===== src/rtl/csa_mult_pkg.sv =====
package csa_mult_pkg;
  // Default operand width of the multiplier
  parameter int unsigned DEF_OPW = 8;

  // Product width for a given operand width
  function automatic int unsigned prod_width(input int unsigned opw);
    return 2 * opw;
  endfunction
endpackage


===== src/rtl/csa_fa.sv =====
module csa_fa (
  input  logic x,
  input  logic y,
  input  logic z,
  output logic s,
  output logic co
);
  assign s  = x ^ y ^ z;
  assign co = (x & y) | (z & (x ^ y));


  always_comb begin
    fa_count_chk: assert ({co, s} == (2'(x) + 2'(y) + 2'(z)))
      else $error("fa_count_chk: cell output does not count its inputs");
  end
endmodule


===== src/rtl/csa_pp_matrix.sv =====
module csa_pp_matrix #(
  parameter int unsigned OPW = 8,
  localparam int unsigned PW = 2 * OPW
) (
  input  logic [OPW-1:0]    mcand,
  input  logic [OPW-1:0]    mplier,
  output logic [OPW*PW-1:0] rows
);
  for (genvar j = 0; j < OPW; j++) begin : g_row
    logic [PW-1:0] row;
    for (genvar k = 0; k < PW; k++) begin : g_col
      if (k >= j && k < j + OPW) begin : g_and
        assign row[k] = mcand[k-j] & mplier[j];
      end else begin : g_zero
        assign row[k] = 1'b0;
      end
    end
    assign rows[j*PW +: PW] = row;


    always_comb begin
      if (!mplier[j]) begin
        pp_clear_row_chk: assert (row == '0)
          else $error("pp_clear_row_chk: row %0d nonzero with clear multiplier bit", j);
      end
    end
  end
endmodule


===== src/rtl/csa_row.sv =====
module csa_row #(
  parameter int unsigned PW = 16
) (
  input  logic [PW-1:0] in_s,
  input  logic [PW-1:0] in_c,
  input  logic [PW-1:0] in_pp,
  output logic [PW-1:0] out_s,
  output logic [PW-1:0] out_c
);
  logic [PW-1:0] col_co;

  for (genvar k = 0; k < PW; k++) begin : g_cell
    csa_fa u_fa (
      .x (in_s[k]),
      .y (in_c[k]),
      .z (in_pp[k]),
      .s (out_s[k]),
      .co(col_co[k])
    );
  end

  // carry of column k moves to column k+1 for the next stage
  assign out_c = {col_co[PW-2:0], 1'b0};


  always_comb begin
    row_conserve_chk: assert ((PW+2)'(in_s) + (PW+2)'(in_c) + (PW+2)'(in_pp)
                              == (PW+2)'(out_s) + ((PW+2)'(col_co) << 1))
      else $error("row_conserve_chk: carry-save row lost value");

    row_top_carry_chk: assert (col_co[PW-1] == 1'b0)
      else $error("row_top_carry_chk: carry out of the top product column");
  end
endmodule


===== src/rtl/csa_ripple_merge.sv =====
module csa_ripple_merge #(
  parameter int unsigned PW = 16
) (
  input  logic [PW-1:0] vs,
  input  logic [PW-1:0] vc,
  output logic [PW-1:0] total
);
  logic [PW:0] chain;
  assign chain[0] = 1'b0;

  for (genvar k = 0; k < PW; k++) begin : g_bit
    csa_fa u_fa (
      .x (vs[k]),
      .y (vc[k]),
      .z (chain[k]),
      .s (total[k]),
      .co(chain[k+1])
    );
  end


  always_comb begin
    merge_sum_chk: assert ({chain[PW], total} == (PW+1)'(vs) + (PW+1)'(vc))
      else $error("merge_sum_chk: ripple merge total wrong");
    merge_no_cout_chk: assert (chain[PW] == 1'b0)
      else $error("merge_no_cout_chk: carry left the top of the merge adder");
  end
endmodule


===== src/rtl/csa_array_mult.sv =====
module csa_array_mult #(
  parameter int unsigned OPW = csa_mult_pkg::DEF_OPW,
  localparam int unsigned PW = csa_mult_pkg::prod_width(OPW)
) (
  input  logic [OPW-1:0] a,
  input  logic [OPW-1:0] b,
  output logic [PW-1:0]  p
);
  localparam int unsigned NSTAGE = OPW - 1;

  logic [OPW*PW-1:0] pp_rows;
  logic [PW-1:0]     st_s [NSTAGE];
  logic [PW-1:0]     st_c [NSTAGE];

  csa_pp_matrix #(.OPW(OPW)) u_pp (
    .mcand (a),
    .mplier(b),
    .rows  (pp_rows)
  );

  // first stage takes the two lowest rows as the sum/carry pair
  assign st_s[0] = pp_rows[0 +: PW];
  assign st_c[0] = pp_rows[PW +: PW];

  for (genvar k = 1; k < NSTAGE; k++) begin : g_stage
    csa_row #(.PW(PW)) u_row (
      .in_s (st_s[k-1]),
      .in_c (st_c[k-1]),
      .in_pp(pp_rows[(k+1)*PW +: PW]),
      .out_s(st_s[k]),
      .out_c(st_c[k])
    );
  end

  csa_ripple_merge #(.PW(PW)) u_merge (
    .vs   (st_s[NSTAGE-1]),
    .vc   (st_c[NSTAGE-1]),
    .total(p)
  );


  always_comb begin
    product_exact_chk: assert (p == PW'(a) * PW'(b))
      else $error("product_exact_chk: product differs from a*b");
  end
endmodule


===== config.mk =====
export PLATFORM = sky130hd
export DESIGN_NAME = csa_array_mult
export DESIGN_NICKNAME = d
export VERILOG_FILES = /design/src/rtl/csa_mult_pkg.sv /design/src/rtl/csa_fa.sv /design/src/rtl/csa_pp_matrix.sv /design/src/rtl/csa_row.sv /design/src/rtl/csa_ripple_merge.sv /design/src/rtl/csa_array_mult.sv
export SDC_FILE = /design/constraint.sdc
export NUM_CORES = 1
export LEC_CHECK = 0
export BUFFER_PORTS_ARGS = -buffer_cell sky130_fd_sc_hd__buf_4
export CAP_MARGIN = 10
export CELL_PAD_IN_SITES_DETAIL_PLACEMENT = 1
export CELL_PAD_IN_SITES_GLOBAL_PLACEMENT = 1
export CORE_ASPECT_RATIO = 1.2
export CORE_UTILIZATION = 35
export DETAILED_ROUTE_END_ITERATION = 12
export GPL_ROUTABILITY_DRIVEN = 1
export PLACE_DENSITY = 0.71
export SETUP_SLACK_MARGIN = 0.02
export SLEW_MARGIN = 0
export SYNTH_ARGS = -nofsm -noshare
export SYNTH_HDL_FRONTEND = slang
export SYNTH_HIERARCHICAL = 1
export SYNTH_SLANG_ARGS = --single-unit

===== constraint.sdc =====
create_clock -name vclk -period 11.2
set_input_delay 2.24 -clock vclk [all_inputs]
set_output_delay 2.24 -clock vclk [all_outputs]
set_load 0.01 [all_outputs]

# Yosys cells after proc, flatten, opt, wreduce, memory -nomap -nowiden
# Cells that the tools add are included.
classes:
  bitwise_logic: 320
op_table:
  columns: ["op", "count"]
  rows:
  - ["1-bit AND", 168]
  - ["1-bit bitwise XOR", 104]
  - ["1-bit bitwise OR", 48]
word_totals:
  regBits: 0

# Depth between registers and ports, before layout
depth:
  word_depth: 34
  depth_mapped: 23

# By module
# Netlist, hierarchy kept.
by_module_without_submodules:
  columns: ["module", "area_per_inst_um2", "instances", "cells_per_inst", "seq_area_each_um2"]
  rows:
  - ["csa_fa", 20.0, 112, 1, 0.0]
  - ["csa_pp_matrix", 884.6, 1, 129, 0.0]
  - ["csa_row", 123.9, 6, 17, 0.0]
  - ["csa_ripple_merge", 3.8, 1, 1, 0.0]

# Worst setup path before layout
# No wires, ideal clock.
synth_timing:
  path_kind: "input port to output port"
  startpoint: "in b[1]"
  endpoint: "out p[15]"
  arrival_time_ns: 9.506
  required_ns: 8.960
  path_stages: 22
  slack_ns: -0.546
  cell_sequence: "and2_1 > fa_1 > buf_4 > fa_1 > buf_4 > fa_1 > buf_4 > fa_1 > buf_4 > fa_1 > buf_4 > fa_1 > buf_4 > fa_1 > fa_1 > fa_1 > fa_1 > fa_1 > fa_1 > fa_1 > fa_1 > fa_1"
synth_lines:
  columns: ["element", "line", "text"]
  rows:
  - ["start: declaration", "csa_array_mult.sv:6", "input logic [OPW-1:0] b,"]
  - ["1-bit AND", "csa_pp_matrix.sv:13", "assign row[k] = mcand[k-j] & mplier[j];"]
  - ["1-bit AND", "csa_fa.sv:9", "assign co = (x & y) | (z & (x ^ y));"]
  - ["via g_stage[1].u_row.col_co[1]", "csa_row.sv:10", "logic [PW-1:0] col_co;"]
  - ["1-bit AND", "csa_fa.sv:9", null]
  - ["via g_stage[2].u_row.col_co[2]", "csa_row.sv:10", null]
  - ["1-bit AND", "csa_fa.sv:9", null]
  - ["via g_stage[3].u_row.col_co[3]", "csa_row.sv:10", null]
  - ["1-bit AND", "csa_fa.sv:9", null]
  - ["via g_stage[4].u_row.col_co[4]", "csa_row.sv:10", null]
  - ["(+1 left out)", null, null]
  - ["via g_stage[5].u_row.col_co[5]", "csa_row.sv:10", null]
  - ["(+1 left out)", null, null]
  - ["via g_stage[6].u_row.col_co[6]", "csa_row.sv:10", null]
  - ["(+1 left out)", null, null]
  - ["via u_merge.chain[8]", "csa_ripple_merge.sv:8", "logic [PW:0] chain;"]
  - ["(+2 left out)", null, null]
  - ["via u_merge.chain[9]", "csa_ripple_merge.sv:8", null]
  - ["(+2 left out)", null, null]
  - ["via u_merge.chain[10]", "csa_ripple_merge.sv:8", null]
  - ["(+2 left out)", null, null]
  - ["via u_merge.chain[11]", "csa_ripple_merge.sv:8", null]
  - ["(+2 left out)", null, null]
  - ["via u_merge.chain[12]", "csa_ripple_merge.sv:8", null]
  - ["1-bit AND", "csa_fa.sv:9", null]
  - ["1-bit bitwise OR", "csa_fa.sv:9", null]
  - ["via u_merge.chain[13]", "csa_ripple_merge.sv:8", null]
  - ["1-bit AND", "csa_fa.sv:9", null]
  - ["1-bit bitwise OR", "csa_fa.sv:9", null]
  - ["via u_merge.chain[14]", "csa_ripple_merge.sv:8", null]
  - ["1-bit AND", "csa_fa.sv:9", null]
  - ["1-bit bitwise OR", "csa_fa.sv:9", null]
  - ["end: declaration", "csa_array_mult.sv:7", "output logic [PW-1:0] p"]
# The timed path passes the listed nets, and every way through them passes these cells.

==> reports/qor.yml <==
setup_path:
  cpPeakStageDelay_ns: 0.58
  cp_slowest_cell: "fa_2"
  critPathMaxFanout: 4
  crit_top_cell: "fa_2"
  crit_chain: "buf_4, and2_1, fa_2, fa_2, fa_2, fa_2, fa_2, fa_1, fa_2, fa_2, fa_2, fa_2, fa_2, fa_2, fa_2, fa_2, fa_1, buf_6"
  critPathRequiredTime_ns: 8.96
  critPathBufInv: 2
  arrival_ns: 8.79
  crit_family: "adder cells"
  worst_setup_path_end_kind: "output pin"
  crit_type: "in2out"
  start_kind: "input port"
clocking:
  holdBufCountCts: 0
sta:
  tns_ns: 0
  rsz0062_at_grt: "yes"
  fmax_mhz: 90.7
  hold_violations: 0
  post-route-period-util_pct: 98.5
  finalCriticalPeriod_ns: 11.03
  finalSetupViolCount: 0
  slew_viol_final: 0
cells_and_area:
  fin_util_pct: 32.4
  drive_gt1_share_pct: 20.1
  num_antenna_cells: 0
  design_area_sq_um: 3440
  fillCellCount: 1174
  final_cells: 417
  ff_latch_area_sq_um: 0
  clockBufferCount: 0
  areaGrowthSynthToFinish_pct: -11.2
  nFlopsAndLatches: 0
  nets: 418
route:
  firstDrtPassIters: 7
  antenna_left: 0
  drtIter0Drc: 28
  vias_per_cell: 3.84
  wl_per_cell_um: 11.6
  drc_errors: 2
  drt_wl_total_um: 4850
  route.vias.total: 1602
logic_synthesis:
  yosysTopAreaCell: "fa_1"
  yosysWarningCount: 6
  yosys.area.top_type_share_pct: 57.9
  post-synth-top-count-cell: "buf_4"
  ys_top_cells_by_area: "fa_1 58%, buf_4 31%, and2_1 10%"
  seq_area_frac_synth_pct: 0
  syn-cell-area_sq_um: 3870
  yosysUniqueCellTypes: 4
  synth_cells: 344
  netlist_top_cells_count: "160 x buf_4, 112 x fa_1, 64 x and2_1, 8 x conb_1"
  avgSynthCellArea_sq_um: 11.3
pwr:
  cellPowerDensity_nw_per_um2: 325
  p_leak_nw: 1.59
  peakVddDrop_mv: 0.159
die:
  core_area_sq_um: 10600
  io-pin-count: 32
  die_w_um: 98.0
  dieArea_sq_um: 11500
  num_rows: 41
  die_h_um: 117
  initial_utilization_pct: 36.5
global_routing:
  first_global_vias: 2043
  grt_first_pass_wirelength_um: 8710
  grt_overflow: 0
  grt_util_all_layers_pct: 9.56
  grt_max_degree: 9
  antenna_found_initial: 0
run_status:
  status: "complete, but fails checks"
  violations: "DRC"
min_path:
  hold_path_class: "in2out"
place:
  place_area_sq_um: 3390
  place.gp.congestion: 0.706
  dpl.cell_count: 416
  dp_hpwl_um: 4740
  port_buffers: 32
run:
  maxCapViolations: 0
==> per-stage QoR <==
stage | power, W | worst slack, ns | hold WS, ns
2_1_floorplan | 0.000879 | -0.138 | 5.00
3_3_place_gp | 0.00110 | -0.0303 | 5.25
3_5_place_dp | 0.00112 | -0.0693 | 5.27
4_1_cts | 0.00114 | 0.00739 | 5.29
5_1_grt | 0.00130 | 0.0110 | 5.33
6_report | 0.00112 | 0.169 | 5.26
==> worst paths after layout <==
| path | from | to | slack, ns | depth (start not counted) |
|---|---|---|---|---|
| worst min-delay path | b[7] | p[7] | 5.26 | 5 |
| worst max-delay path | a[6] | p[15] | 0.17 | 18 |
==> kinds of logic after synthesis <==
| group | count (synthesis) | synth area share (%) |
|---|---|---|
| other | 8 | 0.775 |
| adder cells (fa/ha/maj) | 112 | 57.9 |
| AND/OR/NAND/NOR | 64 | 10.3 |
| buffers and inverters | 160 | 31.0 |
==> final cells by class <==
type | count | area, sq um | share of cell area, %
multi-input cells | 247 | 2950 | 85.8
repair buffers | 41 | 327 | 9.49
well taps | 129 | 161 | 4.69
==> what timing repair did <==
action | CTS | global route
setup buffers | 1 | 0
gates resized for setup | 12 | 2
pin swaps | 16 | 7
endpoints found under the hold margin | 0 | 0
endpoints found under the setup margin | 1 | 1
==> power breakdown <==
part           total [W]  leakage [nW]  switching [W]  internal (W)
clock network          0             0              0             0
logic            0.00112          1.59       0.000519      0.000601
registers              0             0              0             0
total            0.00112          1.59       0.000519      0.000601
==> cell usage in the layout, fill, tap and decap left out, drive strengths merged <==
cell type	synthesis	final
buf	160	41
fa	112	112
conb	8	71
and2	64	64
==> metal layers <==
metal	track usage (%)	wire length (um)	up-vias
met5	0	0	-
met4	0.404	14	0
met3	0.238	111	2
met2	23.0	3290	19
met1	8.96	1440	907
li1	-	-	674
Power figures use the tool's default switching activity.
